<file path="src/rtl/rsd_cmp.sv">
module rsd_cmp #(
  parameter int N = 8
) (
  input  logic           clk,
  input  logic           rst,
  input  logic           in_valid,
  input  logic [2*N-1:0] opa,
  input  logic [2*N-1:0] opb,
  output logic           out_valid,
  output logic           gt,
  output logic           eq,
  output logic           lt
);
  localparam int W = N + 2;

  logic [N-1:0] pos_a, neg_a, pos_b, neg_b;

  for (genvar k = 0; k < N; k++) begin : g_dig
    assign pos_a[k] =   opa[2*k+1] &  opa[2*k];
    assign neg_a[k] = ~(opa[2*k+1] |  opa[2*k]);
    assign pos_b[k] =   opb[2*k+1] &  opb[2*k];
    assign neg_b[k] = ~(opb[2*k+1] |  opb[2*k]);
  end

  logic signed [W-1:0] val_a, val_b;
  assign val_a = $signed({2'b00, pos_a}) - $signed({2'b00, neg_a});
  assign val_b = $signed({2'b00, pos_b}) - $signed({2'b00, neg_b});

  logic a_gt, a_lt;
  assign a_gt = val_a > val_b;
  assign a_lt = val_a < val_b;

  always_ff @(posedge clk) begin
    if (rst) begin
      out_valid <= 1'b0;
      gt        <= 1'b0;
      eq        <= 1'b0;
      lt        <= 1'b0;
    end else begin
      out_valid <= in_valid;
      if (in_valid) begin
        gt <= a_gt;
        lt <= a_lt;
        eq <= ~(a_gt | a_lt);
      end
    end
  end
endmodule

</file>
<file path="config.mk">
export PLATFORM = sky130hd
export DESIGN_NAME = rsd_cmp
export DESIGN_NICKNAME = d
export VERILOG_FILES = /design/src/rtl/rsd_cmp.sv
export SDC_FILE = /design/constraint.sdc
export NUM_CORES = 1
export LEC_CHECK = 0
export BUFFER_PORTS_ARGS = -buffer_cell sky130_fd_sc_hd__buf_4
export CORE_UTILIZATION = 45
export CTS_CLUSTER_SIZE = 25
export DETAILED_ROUTE_END_ITERATION = 8
export PLACE_DENSITY_LB_ADDON = 0.25
export SETUP_SLACK_MARGIN = 0.02
export SLEW_MARGIN = 40
export SYNTH_ARGS = -nofsm -noshare
export SYNTH_HDL_FRONTEND = slang
export SYNTH_SLANG_ARGS = --single-unit
</file>
<file path="constraint.sdc">
create_clock -name clk -period 5.26 [get_ports clk]
set_input_delay 1.052 -clock clk [delete_from_list [all_inputs] [get_ports clk]]
set_output_delay 1.052 -clock clk [all_outputs]
set_load 0.01 [all_outputs]
</file>
==> results of run 1 <==
cell usage in the layout (no fill, tap or decap), types with 2 or more instances in the layout:
master,n
inv_1,14
nand3_1,2
a21o_1,2
xnor2_1,7
o21a_1,5
o21bai_1,2
o21ai_0,8
xor2_1,3
dfxtp_1,4
nand2_1,3
ha_1,25
clkbuf_4,3
nand3b_1,2
o211ai_1,2
nor3_1,2
nor2b_1,5
nand2b_1,4
nor2_1,7
a21oi_1,10
buf_4,38
fa_1,2
worst paths after layout:
check	startpoint	to	slack [ns]	cells past startpoint
setup / recovery	opb[0]	gt	1.73	16
setup reg to reg	lt	lt	4.49	2
hold reg to reg	eq	eq	0.46	2
hold / removal	eq	eq	0.46	2
flip-flops by register name, indices dropped and copies added, names as in the netlist:
signal	count
eq	1
out_valid	1
lt	1
gt	1
layer usage:
layer  up-vias  wire length [microns]  part of all wire (%)
li1        523                      -                     -
met1       443                    861                    43
met2        22                   1050                    53
met3         4                     54                   2.7
met4         0                     33                   1.7
met5         -                      0                     0
logic make-up after synthesis:
family,synth area share (%)
xor gates and xnor gates,8.90
DFF,8.13
AOI/OAI and AO/OA,25.3
adders and majority gates,35.8
and+or+nand+nor,16.5
buffers and inverters,5.34
cell type report:
class	instances	area share, %
Clock buffer	3	1.70
Inverter	14	3.96
Multi-Input combinational cell	103	64.2
Sequential cell	4	6.04
Tap cell	27	2.55
Timing Repair Buffer	38	21.5
through the flow:
step                      power, mW  hold WS (ns)  instance area [sq um]  cells  setup WS, ns
after global placement        0.185         0.454                   1300    186          1.56
final                         0.233         0.465                   1330    189          1.73
after floorplan               0.145         0.483                    985    121          1.85
after global routing          0.257         0.503                   1330    189          1.51
after CTS                     0.234         0.462                   1330    189          1.75
after detailed placement      0.194         0.456                   1300    186          1.52
power by group:
group	switching [mW]	total (mW)	leakage [nW]	internal, mW
registers	0.00127	0.0347	0.0330	0.0334
clock network	0.0132	0.0388	0.0138	0.0256
logic	0.0769	0.159	0.624	0.0826
worst reg2reg max path: cells and delay by family (launching register included):
family,cells,cell delay (ns)
AO/OA/AOI/OAI,2,0.35
flip-flops,1,0.32
==> key figures, run 1 <==
Synth
  • Most frequent cells after synthesis: 25 x ha_1, 14 x inv_1, 10 x a21oi_1, 8 x o21ai_0
  • Synth Flop Type: dfxtp_1
  • Share of the synthesized area in the top cell type: 31.8%
  • Mean Syn Cell Area: 8.14 sq um
  • FF+latch count, synth: 4
  • Post-synth EDFFs: 0
  • Yosys warns: 0
  • Synth unique cells: 31
  • Most common cell in the netlist: ha_1
  • Ys async rst share: 0%
  • Synth area leaders: ha_1 32%, dfxtp_1 8.1%, xnor2_1 6.2%, inv_1 5.3%, a21oi_1 5.1%
  • Cells after synthesis: 121
  • Register area share after synthesis: 8.13%
  • Post-Syn Nets: 183
  • Yosys top cell by area: ha_1
  • Post-Syn Area: 985 sq um

Detailed routing
  • Vias per cell: 5.25
  • DR vias: 992
  • WL/cell: 10.6 microns
  • Remaining antenna violation count: 0
  • # DRC: 0
  • TritonRoute pass-1 iters: 3
  • DRT iter0 DRCs: 7
  • Post-Route WL: 2.00 mm

Setup path
  • Critical path's top delay family: compound AO/OA/AOI/OAI gates
  • CP arrival: 3.66 ns
  • CP Data Required Time: 5.38 ns
  • Setup crit end kind: flip-flop
  • CP Cell Sequence: buf_4 -> inv_1 -> ha_1 -> inv_1 -> fa_1 -> a21o_1 -> a21oi_2 -> nor2_1 -> o311ai_0 -> nand2_1 -> ha_1 -> nor3b_1 -> o21ai_0 -> nor2b_1 -> a21oi_1 -> a21oi_1
  • Critical Path Start Type: input port
  • CP peak stage delay: 0.40 ns
  • Slowest stage cell, crit path: fa_1
  • Critical path fanouts, max: 3
  • CP Class: input port to flip-flop
  • CP bufs+invs: 3

Floorplanning
  • Site Rows: 16
  • Die X-Extent: 48.8 microns
  • Chip height: 48.8 microns
  • Initial Utilization: 49.2%
  • Core ar.: 2000 sq um
  • Ports: 39
  • Total die area: 2380 sq um

Layout
  • Final Util: 66.3%
  • Layout cells sized above 1: 28.4%
  • Area of the multi-input gates: 852 sq um
  • Fillers: 187
  • ANT cells: 0
  • Register area: 80.1 sq um
  • P&R area growth vs syn: 34.7%
  • Final #Nets: 226

Clocking
  • CTS Buf Count: 3
  • Worst-skew pair later-pin latency: 0.24 ns
  • CTS H-tree lvls: 1
  • CTS root buf: clkbuf_4
  • Clock Pin Slew Worst Setup and Hold Paths: 0.04 ns
  • Post-cts hold buffer count: 0
  • Post-CTS Setup Bufs: 0
  • # clock sinks: 4
  • CTS tree: built
  • Clock Path Buffers: 2
  • Post-cts resize count: 0

Power and ir drop
  • Leakage: 0.671 nW
  • Maximum VDD drop: 0.0849 mV
  • PwrDens: 176 nW/um^2

GRT
  • Largest net degree at the start of global routing: 8
  • Initial antenna violation count: 0
  • GRT overflow: 0
  • Vias in the first global route: 954
  • Met3 usage: 1.56%
  • Grt met1 use: 19.8%
  • Met2 Usage GRT: 34.5%
  • First-pass GRT wire length: 3.52 mm
  • Global router's overall resource usage: 18.2%
  • GR peak layer: met2

STA
  • Setup TNS: 0 ns
  • # setup viols final: 0
  • Worst rel slew slack: 79.3%
  • Achievable frequency: 283 MHz
  • Setup skew after layout: 0 ns
  • Count of final hold-check violations: 0
  • Final Cycle Share: 67.2%
  • Final Max Tran Viols: 0
  • Tmin final: 3.53 ns
  • Actual transition at the worst max-transition pin: 0.306 ns
  • RSZ-0062 raised after global routing: false

Place
  • Gpl congestion: 0.800
  • Port bufs: 38
  • DP HPWL: 1.79 mm

Outcome
  • Status: finished clean

Run
  • MaxCap Viol Count: 0

Hold path
  • Worst Hold Class: flip-flop to flip-flop
No activity file was read; power rests on OpenSTA's default activity.
==> run 2: changes to the inputs <==
--- a/config.mk
+++ b/config.mk
@@ -6,7 +6,7 @@
 export NUM_CORES = 1
 export LEC_CHECK = 0
 export BUFFER_PORTS_ARGS = -buffer_cell sky130_fd_sc_hd__buf_4
-export CORE_UTILIZATION = 45
+export CORE_UTILIZATION = 44
 export CTS_CLUSTER_SIZE = 25
 export DETAILED_ROUTE_END_ITERATION = 8
 export PLACE_DENSITY_LB_ADDON = 0.25
==> constraint.sdc (replaced) <==
create_clock -name clk -period 3.2 [get_ports clk]
set_input_delay 0.64 -clock clk [delete_from_list [all_inputs] [get_ports clk]]
set_output_delay 0.64 -clock clk [all_outputs]
set_load 0.01 [all_outputs]
==> run 2 against run 1 <==
  * Routed wire length down 5.4%
  * Clock power up 57%
  * Sequential power up 64%
  * Utilization about the same
  * Critical path depth down 2
==> key figures, run 2 (same netlist as run 1, synthesis figures left out) <==
GRT
  • First-pass GRT wire length: 3.40 mm
  • Largest net degree at the start of global routing: 8
  • Initial antenna violation count: 0
  • Vias in the first global route: 928
  • Global router's overall resource usage: 17.5%
  • GRT overflow: 0

Power and ir drop
  • Gate power share: 69.4%
  • Pint: 0.238 mW
  • Seq pwr share: 14.8%
  • Pwr Total: 0.386 mW
  • Sw Pwr: 0.148 mW
  • Clock power share: 15.8%
  • Maximum VDD drop: 0.198 mV
  • PwrDens: 285 nW/um^2
  • Switching share of total power: 38.2%
  • Leakage: 0.687 nW

Detailed routing
  • DRT iter0 DRCs: 12
  • DR vias: 1006
  • Vias per cell: 5.24
  • Remaining antenna violation count: 0
  • TritonRoute pass-1 iters: 4
  • WL/cell: 9.85 microns
  • # DRC: 0
  • Post-Route WL: 1.89 mm

Clocking
  • Clock Path Buffers: 2
  • CTS root buf: clkbuf_4
  • Worst-skew pair later-pin latency: 0.23 ns
  • # clock sinks: 4
  • CTS Buf Count: 3
  • CTS tree: built
  • CTS H-tree lvls: 1
  • Clock Pin Slew Worst Setup and Hold Paths: 0.03 ns
  • Post-CTS Setup Bufs: 0

STA
  • Achievable frequency: 337 MHz
  • Setup skew after layout: 0 ns
  • Final Cycle Share: 92.8%
  • Actual transition at the worst max-transition pin: 0.281 ns
  • # setup viols final: 0
  • Final Max Tran Viols: 0
  • Tmin final: 2.97 ns
  • RSZ-0062 raised after global routing: false
  • Worst rel slew slack: 81.3%
  • Count of final hold-check violations: 0
  • WHS: 0.470 ns

Layout
  • Area of the multi-input gates: 856 sq um
  • Fillers: 180
  • Layout cells sized above 1: 30.3%
  • Register area: 80.1 sq um
  • ANT cells: 0
  • P&R area growth vs syn: 37.4%
  • Commonest non-fill, non-tap cell in the layout: buf_4
  • Final Util: 66.2%
  • Final #Nets: 229
  • Commonest non-fill, non-tap cells in the layout: 41 x buf_4, 25 x ha_1, 14 x inv_1
  • Fin area: 1350 sq um

Hold path
  • Hold Path Origin: eq
  • Worst Hold Class: flip-flop to flip-flop

Floorplanning
  • Die X-Extent: 49.3 microns
  • Site Rows: 16
  • Chip height: 49.3 microns
  • Initial Utilization: 48.2%
  • Core ar.: 2040 sq um
  • Ports: 39
  • Total die area: 2430 sq um

Setup path
  • Crit path launch: opb[0]
  • Setup crit end kind: flip-flop
  • Critical path fanouts, max: 3
  • Critical Path Start Type: input port
  • Slowest stage cell, crit path: a221o_2
  • CP Data Required Time: 3.32 ns
  • CP peak stage delay: 0.40 ns
  • CP arrival: 3.09 ns
  • CP Class: input port to flip-flop
  • Reg-to-reg startpoint: lt
  • CP Cell Sequence: buf_4 -> inv_1 -> ha_1 -> inv_1 -> fa_1 -> a21o_1 -> a21oi_2 -> buf_4 -> xnor2_1 -> ha_1 -> and4_4 -> a221o_2 -> o21ai_0 -> a21oi_1
  • Critical path's top delay family: compound AO/OA/AOI/OAI gates
  • CP bufs+invs: 4

Run
  • MaxCap Viol Count: 0

Outcome
  • Status: finished clean

Place
  • DP HPWL: 1.73 mm
  • Gpl congestion: 0.725
  • Port bufs: 38
  • Placed inst area: 1330 sq um
[run 2: cell types whose count changed in the layout (fill, tap and decap cells not counted), sizes merged]
cell,change
buf,+3
[run 2: per-stage QoR]
stage | worst slack [ns] | cells | TNS [ns]
final | 0.229 | 192 | 0
after global routing | 0.0488 | 192 | 0
after CTS | 0.130 | 192 | 0
after detailed placement | -0.103 | 189 | -0.224
after global placement | -0.0677 | 189 | -0.0839
after floorplan | 0.206 | 121 | 0
[run 2: routing by layer]
metal | track usage [%] | wire [microns] | up-vias
met5 | 0 | 0 | -
li1 | - | - | 527
met2 | 33.6 | 963 | 24
met1 | 19.5 | 845 | 451
met4 | 5.88 | 23 | 0
met3 | 1.87 | 58 | 4
[run 2: path summary, 6_finish.rpt]
| path | to | slack (ns) | cells after the start |
|---|---|---|---|
| worst max register to register | lt | 2.45 | 2 |
| worst max-delay path | eq | 0.23 | 14 |
| worst min-delay path | eq | 0.47 | 2 |
| worst min register to register | eq | 0.47 | 2 |
[run 2: repair_timing]
action,in CTS,in global routing
hold buffers,0,0
endpoints found under the setup margin,0,3
resized for setup,0,3
[run 2: area by class of cell]
type	instances	share of cell area (%)
Sequential cell	4	5.92
Tap cell	27	2.50
Inverter	14	3.89
Timing Repair Buffer	41	22.8
Multi-Input combinational cell	103	63.3
Clock buffer	3	1.67
[run 2: worst register-to-register path: cells and delay by family (launching register included)]
| family | cells | cell delay [ns] |
|---|---|---|
| flip-flops | 1 | 0.31 |
| AO/OA/AOI/OAI | 2 | 0.34 |
[run 2: power by group through the flow]
stage | Combinational, mW | Sequential [mW] | Clock [mW]
6_report | 0.268 | 0.0570 | 0.0609
3_5_place_dp | 0.266 | 0.0577 | 0
4_1_cts | 0.268 | 0.0570 | 0.0622
5_1_grt | 0.305 | 0.0576 | 0.0701
3_3_place_gp | 0.256 | 0.0574 | 0
2_1_floorplan | 0.179 | 0.0599 | 0
==> run 3: changes to the inputs <==
--- a/config.mk
+++ b/config.mk
@@ -6,7 +6,7 @@
 export NUM_CORES = 1
 export LEC_CHECK = 0
 export BUFFER_PORTS_ARGS = -buffer_cell sky130_fd_sc_hd__buf_4
-export CORE_UTILIZATION = 44
+export CORE_UTILIZATION = 45
 export CTS_CLUSTER_SIZE = 25
 export DETAILED_ROUTE_END_ITERATION = 8
 export PLACE_DENSITY_LB_ADDON = 0.25
==> constraint.sdc (replaced) <==
create_clock -name clk -period 3.76 [get_ports clk]
set_input_delay 0.752 -clock clk [delete_from_list [all_inputs] [get_ports clk]]
set_output_delay 0.752 -clock clk [all_outputs]
set_load 0.01 [all_outputs]
==> run 3 against run 2 <==
  * Setup slack gained 0.33 ns
  * Combinational power shrank 18%
  * Cell count shrank 1.6%
  * Via count shrank 0.20%
  * Critical path depth grew 2
  * Register-to-register slack gained 0.55 ns
  * Clock-buffer cell count is the same
  * Sequential share of layout area grew 0.12 points
  * Total power shrank 16%
  * Worst hold slack lost 0.0054 ns
  * Highest routed layer unchanged
==> key figures, run 3 (same netlist as run 1, synthesis figures left out) <==
Floorplanning
  • Site Rows: 16
  • Die X-Extent: 48.8 microns
  • Chip height: 48.8 microns
  • Total die area: 2380 sq um
  • Ports: 39
  • Core ar.: 2000 sq um
  • Initial Utilization: 49.2%

GRT
  • Largest net degree at the start of global routing: 8
  • GRT overflow: 0
  • Global router's overall resource usage: 18.8%
  • Vias in the first global route: 976
  • First-pass GRT wire length: 3.63 mm
  • Initial antenna violation count: 0

Power and ir drop
  • PwrDens: 244 nW/um^2
  • Leakage: 0.671 nW
  • Pwr Total: 0.324 mW
  • Maximum VDD drop: 0.139 mV

STA
  • Final Max Tran Viols: 0
  • # setup viols final: 0
  • Tmin final: 3.21 ns
  • Setup TNS: 0 ns
  • Final Cycle Share: 85.3%
  • Setup skew after layout: 0 ns
  • Count of final hold-check violations: 0
  • Worst rel slew slack: 79.9%
  • RSZ-0062 raised after global routing: false
  • Achievable frequency: 312 MHz
  • Actual transition at the worst max-transition pin: 0.298 ns

Clocking
  • Post-cts resize count: 0
  • Clock Path Buffers: 2
  • Post-cts hold buffer count: 0
  • Worst-skew pair later-pin latency: 0.24 ns
  • CTS H-tree lvls: 1
  • # clock sinks: 4
  • CTS Buf Count: 3
  • CTS root buf: clkbuf_4
  • Clock Pin Slew Worst Setup and Hold Paths: 0.04 ns
  • CTS tree: built
  • Post-CTS Setup Bufs: 0

Detailed routing
  • DR vias: 1004
  • Remaining antenna violation count: 0
  • Post-Route WL: 1.94 mm
  • Vias per cell: 5.31
  • DRT iter0 DRCs: 8
  • # DRC: 0
  • WL/cell: 10.3 microns
  • TritonRoute pass-1 iters: 4

Setup path
  • CP Cell Sequence: buf_4 -> inv_1 -> ha_1 -> inv_1 -> fa_1 -> a21o_1 -> a21oi_2 -> nor2_1 -> o311ai_0 -> nand2_1 -> ha_1 -> and4_1 -> nand3_1 -> nor2_1 -> o21ai_0 -> a21oi_1
  • R2R depth: 2
  • CP arrival: 3.38 ns
  • CP Data Required Time: 3.93 ns
  • CP Class: input port to flip-flop
  • CP peak stage delay: 0.40 ns
  • Critical path fanouts, max: 3
  • Slowest stage cell, crit path: fa_1
  • Setup crit end kind: flip-flop
  • Critical Path Start Type: input port

Hold path
  • Worst Hold Class: flip-flop to flip-flop
  • Worst hold stages: 2

Layout
  • Commonest non-fill, non-tap cells in the layout: 38 x buf_4, 25 x ha_1, 14 x inv_1
  • ANT cells: 0
  • Final #Nets: 226
  • Layout cells sized above 1: 28.4%
  • P&R area growth vs syn: 34.7%
  • Commonest non-fill, non-tap cell in the layout: buf_4

Place
  • Gpl congestion: 0.800
  • DP HPWL: 1.75 mm
  • Port bufs: 38

Outcome
  • Status: finished clean

Run
  • MaxCap Viol Count: 0
[run 3: through the flow]
step                std cells  cell area, sq um  hold slack [ns]  setup WS [ns]  util (%)
detailed placement        186              1300            0.457          0.318      65.1
finish                    189              1330            0.464          0.554      66.3
floorplan                 121               985            0.483          0.654         -
global route              189              1330            0.510          0.409      66.3
CTS                       189              1330            0.463          0.554      66.3
global placement          186              1300            0.454          0.359      65.1
[run 3: routing by layer]
layer | track usage, % | up-vias | share of wire [%]
met3 | 2.49 | 3 | 2.9
met2 | 35.4 | 23 | 53
met1 | 20.6 | 454 | 43
li1 | - | 524 | -
met5 | 0 | - | 0
met4 | 8.82 | 0 | 1.1
[run 3: path summary, 6_finish.rpt]
kind	start	to	slack, ns
setup / recovery	opb[0]	eq	0.55
hold / removal	eq	eq	0.46
setup reg to reg	lt	lt	3.00
hold reg to reg	eq	eq	0.46
[run 3: layout make-up]
class	count	area [sq um]
Clock buffer	3	22.5
Fill cell	187	676
Inverter	14	52.6
Multi-Input combinational cell	103	852
Sequential cell	4	80.1
Tap cell	27	33.8
Timing Repair Buffer	38	285
[run 3: critical path, delay by kind of cell]
family / cells / cell delay, ns
AO/OA/AOI/OAI: 5 / 0.90
AND/OR/NAND/NOR: 5 / 0.67
adder cells (fa/ha/maj): 3 / 0.86
buffers and inverters: 3 / 0.21
[run 3: power by group]
group          switching, mW  leakage, nW  internal, mW
logic                  0.106        0.624         0.116
registers            0.00165       0.0330        0.0467
clock network         0.0185       0.0138        0.0358
total                  0.126        0.671         0.198
